===== src/rtl/alu_cc_pkg.sv =====
package alu_cc_pkg;
  typedef enum logic [1:0] {
    OP_ADD = 2'd0,
    OP_SUB = 2'd1,
    OP_AND = 2'd2,
    OP_XOR = 2'd3
  } op_e;

  typedef enum logic [3:0] {
    BR_ALWAYS = 4'd0,
    BR_LE     = 4'd1,
    BR_LT     = 4'd2,
    BR_EQ     = 4'd3,
    BR_NE     = 4'd4,
    BR_GE     = 4'd5,
    BR_GT     = 4'd6
  } br_e;

  typedef struct packed {
    logic ovf;
    logic zero;
    logic neg;
  } flags_t;

  localparam flags_t FLAGS_RESET = '{ovf: 1'b0, zero: 1'b1, neg: 1'b0};
endpackage


===== src/rtl/alu_cc_compute.sv =====
module alu_cc_compute
  import alu_cc_pkg::*;
#(
  parameter int W = 32
) (
  input  logic [1:0]   op_code,
  input  logic [W-1:0] opnd_a,
  input  logic [W-1:0] opnd_b,
  output logic [W-1:0] res,
  output flags_t       flags_nxt
);
  localparam int MSB = W - 1;

  logic sa, sb, sr;

  always_comb begin
    unique case (op_e'(op_code))
      OP_ADD:  res = opnd_b + opnd_a;
      OP_SUB:  res = opnd_b - opnd_a;
      OP_AND:  res = opnd_b & opnd_a;
      default: res = opnd_b ^ opnd_a;
    endcase
  end

  assign sa = opnd_a[MSB];
  assign sb = opnd_b[MSB];
  assign sr = res[MSB];

  always_comb begin
    flags_nxt.zero = (res == '0);
    flags_nxt.neg  = sr;
    unique case (op_e'(op_code))
      OP_ADD:  flags_nxt.ovf = (sa == sb) && (sr != sa);
      OP_SUB:  flags_nxt.ovf = (sa != sb) && (sr != sb);
      default: flags_nxt.ovf = 1'b0;
    endcase
  end
endmodule


===== src/rtl/alu_cc_state.sv =====
module alu_cc_state
  import alu_cc_pkg::*;
#(
  parameter int W = 32
) (
  input  logic         clk,
  input  logic         rst,
  input  logic         flag_we,
  input  logic [W-1:0] res_d,
  input  flags_t       flags_d,
  output logic [W-1:0] res_q,
  output flags_t       flags_q
);
  always_ff @(posedge clk) begin
    if (rst) begin
      res_q   <= '0;
      flags_q <= FLAGS_RESET;
    end else begin
      res_q <= res_d;
      if (flag_we) flags_q <= flags_d;
    end
  end

  a_r6_flags_hold: assert property (@(posedge clk) disable iff (rst)
    !flag_we |=> $stable(flags_q));
endmodule


===== src/rtl/alu_cc_branch.sv =====
module alu_cc_branch
  import alu_cc_pkg::*;
#(
  parameter int BW = 4
) (
  input  logic          clk,
  input  logic          rst,
  input  logic [BW-1:0] br_code,
  input  flags_t        flags_q,
  output logic          taken
);
  logic lt, eq;

  assign lt = flags_q.neg ^ flags_q.ovf;
  assign eq = flags_q.zero;

  always_comb begin
    case (br_code)
      BW'(BR_ALWAYS): taken = 1'b1;
      BW'(BR_LE):     taken = lt | eq;
      BW'(BR_LT):     taken = lt;
      BW'(BR_EQ):     taken = eq;
      BW'(BR_NE):     taken = !eq;
      BW'(BR_GE):     taken = !lt;
      BW'(BR_GT):     taken = !lt && !eq;
      default:        taken = 1'b0;
    endcase
  end

  a_r9_bad_code_not_taken: assert property (@(posedge clk) disable iff (rst)
    (br_code > BW'(6)) |-> !taken);
  a_r8_always_taken: assert property (@(posedge clk) disable iff (rst)
    (br_code == '0) |-> taken);
endmodule


===== src/rtl/alu_cc_unit.sv =====
module alu_cc_unit
  import alu_cc_pkg::*;
#(
  parameter int W  = 32,
  parameter int BW = 4
) (
  input  logic          clk,
  input  logic          rst,
  input  logic [1:0]    op_code,
  input  logic [W-1:0]  opnd_a,
  input  logic [W-1:0]  opnd_b,
  input  logic          flag_we,
  input  logic [BW-1:0] br_code,
  output logic [W-1:0]  result_q,
  output logic          flag_ovf,
  output logic          flag_zero,
  output logic          flag_neg,
  output logic          jump_taken
);
  logic [W-1:0] res_d;
  flags_t       flags_d, flags_q;

  alu_cc_compute #(.W(W)) u_compute (
    .op_code(op_code), .opnd_a(opnd_a), .opnd_b(opnd_b),
    .res(res_d), .flags_nxt(flags_d)
  );

  alu_cc_state #(.W(W)) u_state (
    .clk(clk), .rst(rst), .flag_we(flag_we),
    .res_d(res_d), .flags_d(flags_d),
    .res_q(result_q), .flags_q(flags_q)
  );

  alu_cc_branch #(.BW(BW)) u_branch (
    .clk(clk), .rst(rst), .br_code(br_code),
    .flags_q(flags_q), .taken(jump_taken)
  );

  assign flag_ovf  = flags_q.ovf;
  assign flag_zero = flags_q.zero;
  assign flag_neg  = flags_q.neg;

  a_r5_zero_matches: assert property (@(posedge clk) disable iff (rst)
    flag_we |=> (flag_zero == (result_q == '0)));
  a_r5_neg_matches: assert property (@(posedge clk) disable iff (rst)
    flag_we |=> (flag_neg == result_q[W-1]));
  a_r4_logic_no_overflow: assert property (@(posedge clk) disable iff (rst)
    (flag_we && op_code[1]) |=> !flag_ovf);
endmodule


===== config.mk =====
export PLATFORM = sky130hd
export DESIGN_NAME = alu_cc_unit
export DESIGN_NICKNAME = d
export VERILOG_FILES = /design/src/rtl/alu_cc_pkg.sv /design/src/rtl/alu_cc_compute.sv /design/src/rtl/alu_cc_state.sv /design/src/rtl/alu_cc_branch.sv /design/src/rtl/alu_cc_unit.sv
export SDC_FILE = /design/constraint.sdc
export NUM_CORES = 1
export LEC_CHECK = 0
export BUFFER_PORTS_ARGS = -buffer_cell sky130_fd_sc_hd__buf_2
export CAP_MARGIN = 20
export CELL_PAD_IN_SITES_DETAIL_PLACEMENT = 0
export CELL_PAD_IN_SITES_GLOBAL_PLACEMENT = 1
export CORE_ASPECT_RATIO = 0.5
export CORE_MARGIN = 4
export CORE_UTILIZATION = 41
export DETAILED_ROUTE_END_ITERATION = 12
export HOLD_SLACK_MARGIN = 0.15
export PLACE_DENSITY_LB_ADDON = 0.15
export SKIP_CTS_REPAIR_TIMING = 1
export SLEW_MARGIN = 15
export SYNTH_ARGS = -nofsm -noshare
export SYNTH_HDL_FRONTEND = slang
export SYNTH_HIERARCHICAL = 1
export SYNTH_SLANG_ARGS = --single-unit

===== constraint.sdc =====
create_clock -name clk -period 8.01 [get_ports clk]
set_input_delay 2.403 -clock clk [delete_from_list [all_inputs] [get_ports clk]]
set_output_delay 2.403 -clock clk [all_outputs]
set_load 0.01 [all_outputs]

==> results.yml <==
outcome:
  status: "finished, final reports clean"
min_path:
  min_from: "u_state/flags_q[2]"
  holdPathStages: 2
  min_to: "u_state/flags_q[2]"
  hold_path_class: "reg -> reg"
cells_and_area:
  fin_cells: 867
  nFillCells: 1162
  diodes: 0
  final_layout_size_suffix_gt1_share_pct: 20.9
  final_nets: 845
  areaGrowthSynthToFinish_pct: 16.5
floorplanning:
  rows: 27
  core_area_um2: 11200
  die_area_um2: 13600
  io_pins: 109
  die_y_um: 84.4
  die_x_um: 161
  start_util_pct: 42.7
synthesis:
  syn_avg_cell_area_um2: 7.91
  synth-seq-cells: 35
  yosysUniqueCellTypes: 74
  synthFlopType: "dfxtp_1"
  synth_nets: 744
  synthArstFlopShare_pct: 0
  synth-seq-area-share_pct: 14.6
  synth_top_cell_by_area: "ha_1"
  synth_top_area_share_pct: 16.7
  syn_area_um2: 4790
  syn_inst: 606
  synth_edf_count: 0
  synth.area.top_cells: "ha_1 (17%), dfxtp_1 (15%), xnor2_1 (5.3%)"
  yosys_warnings: 6
worst_setup_path:
  r2r_end: "u_state/flags_q[1]"
  required_ns: 8.23
  r2r-start: "u_state/flags_q[1]"
  reg2reg_depth: 2
  crit_chain: "buf_2 > nor4_2 > nand4_1 > or2_2 > nor3b_1 > nand2_1 > o41ai_1 > xor2_1 > ha_1 > nand2_1 > nor2_1 > a211oi_1 > nand4b_1 > or4b_1 > or4_1 > nor4_1 > nand4b_1 > a2111oi_2 > a211o_1"
  ff2ff_setup_slack_ns: 7.21
  end_kind: "flop"
  start_kind: "input pin"
  cpPeakStageDelay_ns: 0.51
  slowest_stage: "or4_1"
  worstSetupPathType: "in -> reg"
  cp.arrival_ns: 7.78
  crit_fanout: 6
pwr:
  leakagePower_nw: 2.55
  ir_worst_vdd_mv: 0.0783
  p_per_area_nw_per_um2: 153
sta:
  maxSlewHeadroom_pct: 54.3
  fin_ws_ns: 0.451
  finalHoldViolCount: 0
  fmax_mhz: 132
  period_needed_ns: 7.56
  fin_tns_setup_ns: 0
  rsz0062_at_grt: "false"
  fin_crit_sh_pct: 94.4
  drv_slew: 0
  finalSetupViolations: 0
  skew_ns: 0
  worstMarginPinSlew_ns: 0.685
detailed_routing:
  firstDrtPassIters: 4
  wl_um: 15200
  drc: 0
  ant_nets: 0
  vias: 4824
  viasPerCell: 5.56
  wl_per_cell_um: 17.5
  drtIter0Drc: 298
place:
  hpwlAfterDp_um: 12400
  placedCellCount: 859
  place.gp.congestion: 0.982
  port_buffers: 108
  dpl_worst_slack_ns: 0.181
clock_tree:
  htree_num_levels: 2
  cts_tree: "built"
  clk_latency_ns: 0.27
  cts.clk_slew.worst_paths_ns: 0.05
  root_buffer: "clkbuf_16"
  cts_max_path_buffers: 2
  numCtsBuffers: 5
  clkSinkCount: 35
global_route:
  grt_pass1_vias: 4456
  grt_overflow: 0
  use_met3_pct: 2.94
  antenna_found_initial: 0
  grt_pass1_wl_um: 23600
  grt.busiest_layer: "met1"
  use_met2_pct: 31.6
  grt_start_max_net_pins: 48
  grtUsageTotal_pct: 21.2
  met1_usage_pct: 32.8
job:
  drv_cap: 0
==> metrics by stage <==
stage	total power [W]	util, %	hold slack [ns]	instance area, µm²
6_report	0.000856	49.8	0.547	5580
5_1_grt	0.000919	49.8	0.564	5580
4_1_cts	0.000858	49.7	0.549	5580
3_5_place_dp	0.000647	48.3	0.538	5420
3_3_place_gp	0.000648	48.3	0.523	5420
2_1_floorplan	0.000514	-	0.552	4790
==> final cells by class <==
class                   instances  area [µm²]  area share (%)
clock buffers                   8         156            2.80
inverters                      22        82.6            1.48
multi-input cells             528        3850            69.0
flip-flops and latches         35         701            12.6
well taps                     159         199            3.56
repair buffers                115         593            10.6
==> worst max path at each step <==
stage                     startpoint                 end  slack, ns  cells past startpoint
after floorplan           op_code[0]  u_state/flags_q[1]       0.77                     21
after global placement     opnd_a[4]  u_state/flags_q[1]       0.42                     19
after detailed placement   opnd_a[4]  u_state/flags_q[1]       0.18                     19
after CTS                  opnd_a[4]  u_state/flags_q[1]       0.43                     19
after global routing       opnd_a[8]  u_state/flags_q[1]       0.10                     19
final                      opnd_a[4]  u_state/flags_q[1]       0.45                     19
==> Yosys cell counts (5+ instances only) <==
master	count
nand4_1	6
xor2_1	24
clkbuf_1	5
mux2i_1	16
nor2_1	45
nand2_1	41
o211ai_1	9
nand2b_1	14
nor3_1	15
and2_1	5
a21oi_1	50
a21o_1	11
o21ai_0	38
nor3b_1	8
nor2b_1	40
mux2_2	11
nor4_1	10
dfxtp_1	35
inv_1	21
o31ai_1	7
ha_1	64
xnor2_1	29
a211oi_1	9
==> cells by family (layout without fill, tap and decap cells) <==
| kind of cell | after synthesis | in the layout | synth area share (%) |
|---|---|---|---|
| mux | 27 | 27 | 5.93 |
| fa+ha+maj | 65 | 65 | 17.1 |
| compound gates | 177 | 177 | 24.6 |
| xor+xnor | 53 | 53 | 9.69 |
| simple gates | 206 | 206 | 22.9 |
| buf+inv | 43 | 145 | 5.12 |
| flops | 35 | 35 | 14.6 |
==> critical path: cells and delay by family <==
family | cells | cell delay [ns]
simple gates | 12 | 3.65
buf+inv | 1 | 0.13
xor+xnor | 1 | 0.19
compound gates | 4 | 1.11
fa+ha+maj | 1 | 0.31
==> layer usage <==
layer / part of all wire, % / routed length (µm)
met1: 52 / 7930
met2: 41 / 6240
met3: 5.9 / 887
met4: 0.65 / 99
met5: 0 / 0
==> where the power goes <==
| part | leakage (nW) | switching (W) | internal [W] |
|---|---|---|---|
| registers | 0.291 | 0.00000618 | 0.000196 |
| logic | 2.18 | 0.000261 | 0.000187 |
| clock network | 0.0772 | 0.0000727 | 0.000132 |
| total | 2.55 | 0.000340 | 0.000516 |
==> registers in the layout, summed over array words and instances (netlist names) <==
signal / cells
u_state/res_q: 32
u_state/flags_q: 3
==> cells in the final DEF (no fill, tap or decap), types with 4 or more instances in the layout <==
cell type  count
a2111o_1       4
a2111oi_0      4
a211oi_1       9
a21o_1        11
a21oi_1       50
a31oi_1        4
and2_1         5
buf_2        108
buf_4          7
clkbuf_16      5
dfxtp_1       35
ha_1          64
inv_1         21
mux2_2        11
mux2i_1       16
nand2_1       41
nand2b_1      14
nand4_1        6
nor2_1        45
nor2b_1       40
nor3_1        15
nor3b_1        8
nor4_1         9
o211ai_1       9
o21ai_0       38
o21bai_1       4
o31ai_1        7
xnor2_1       29
xor2_1        24
No activity file was read; power rests on OpenSTA's default activity.
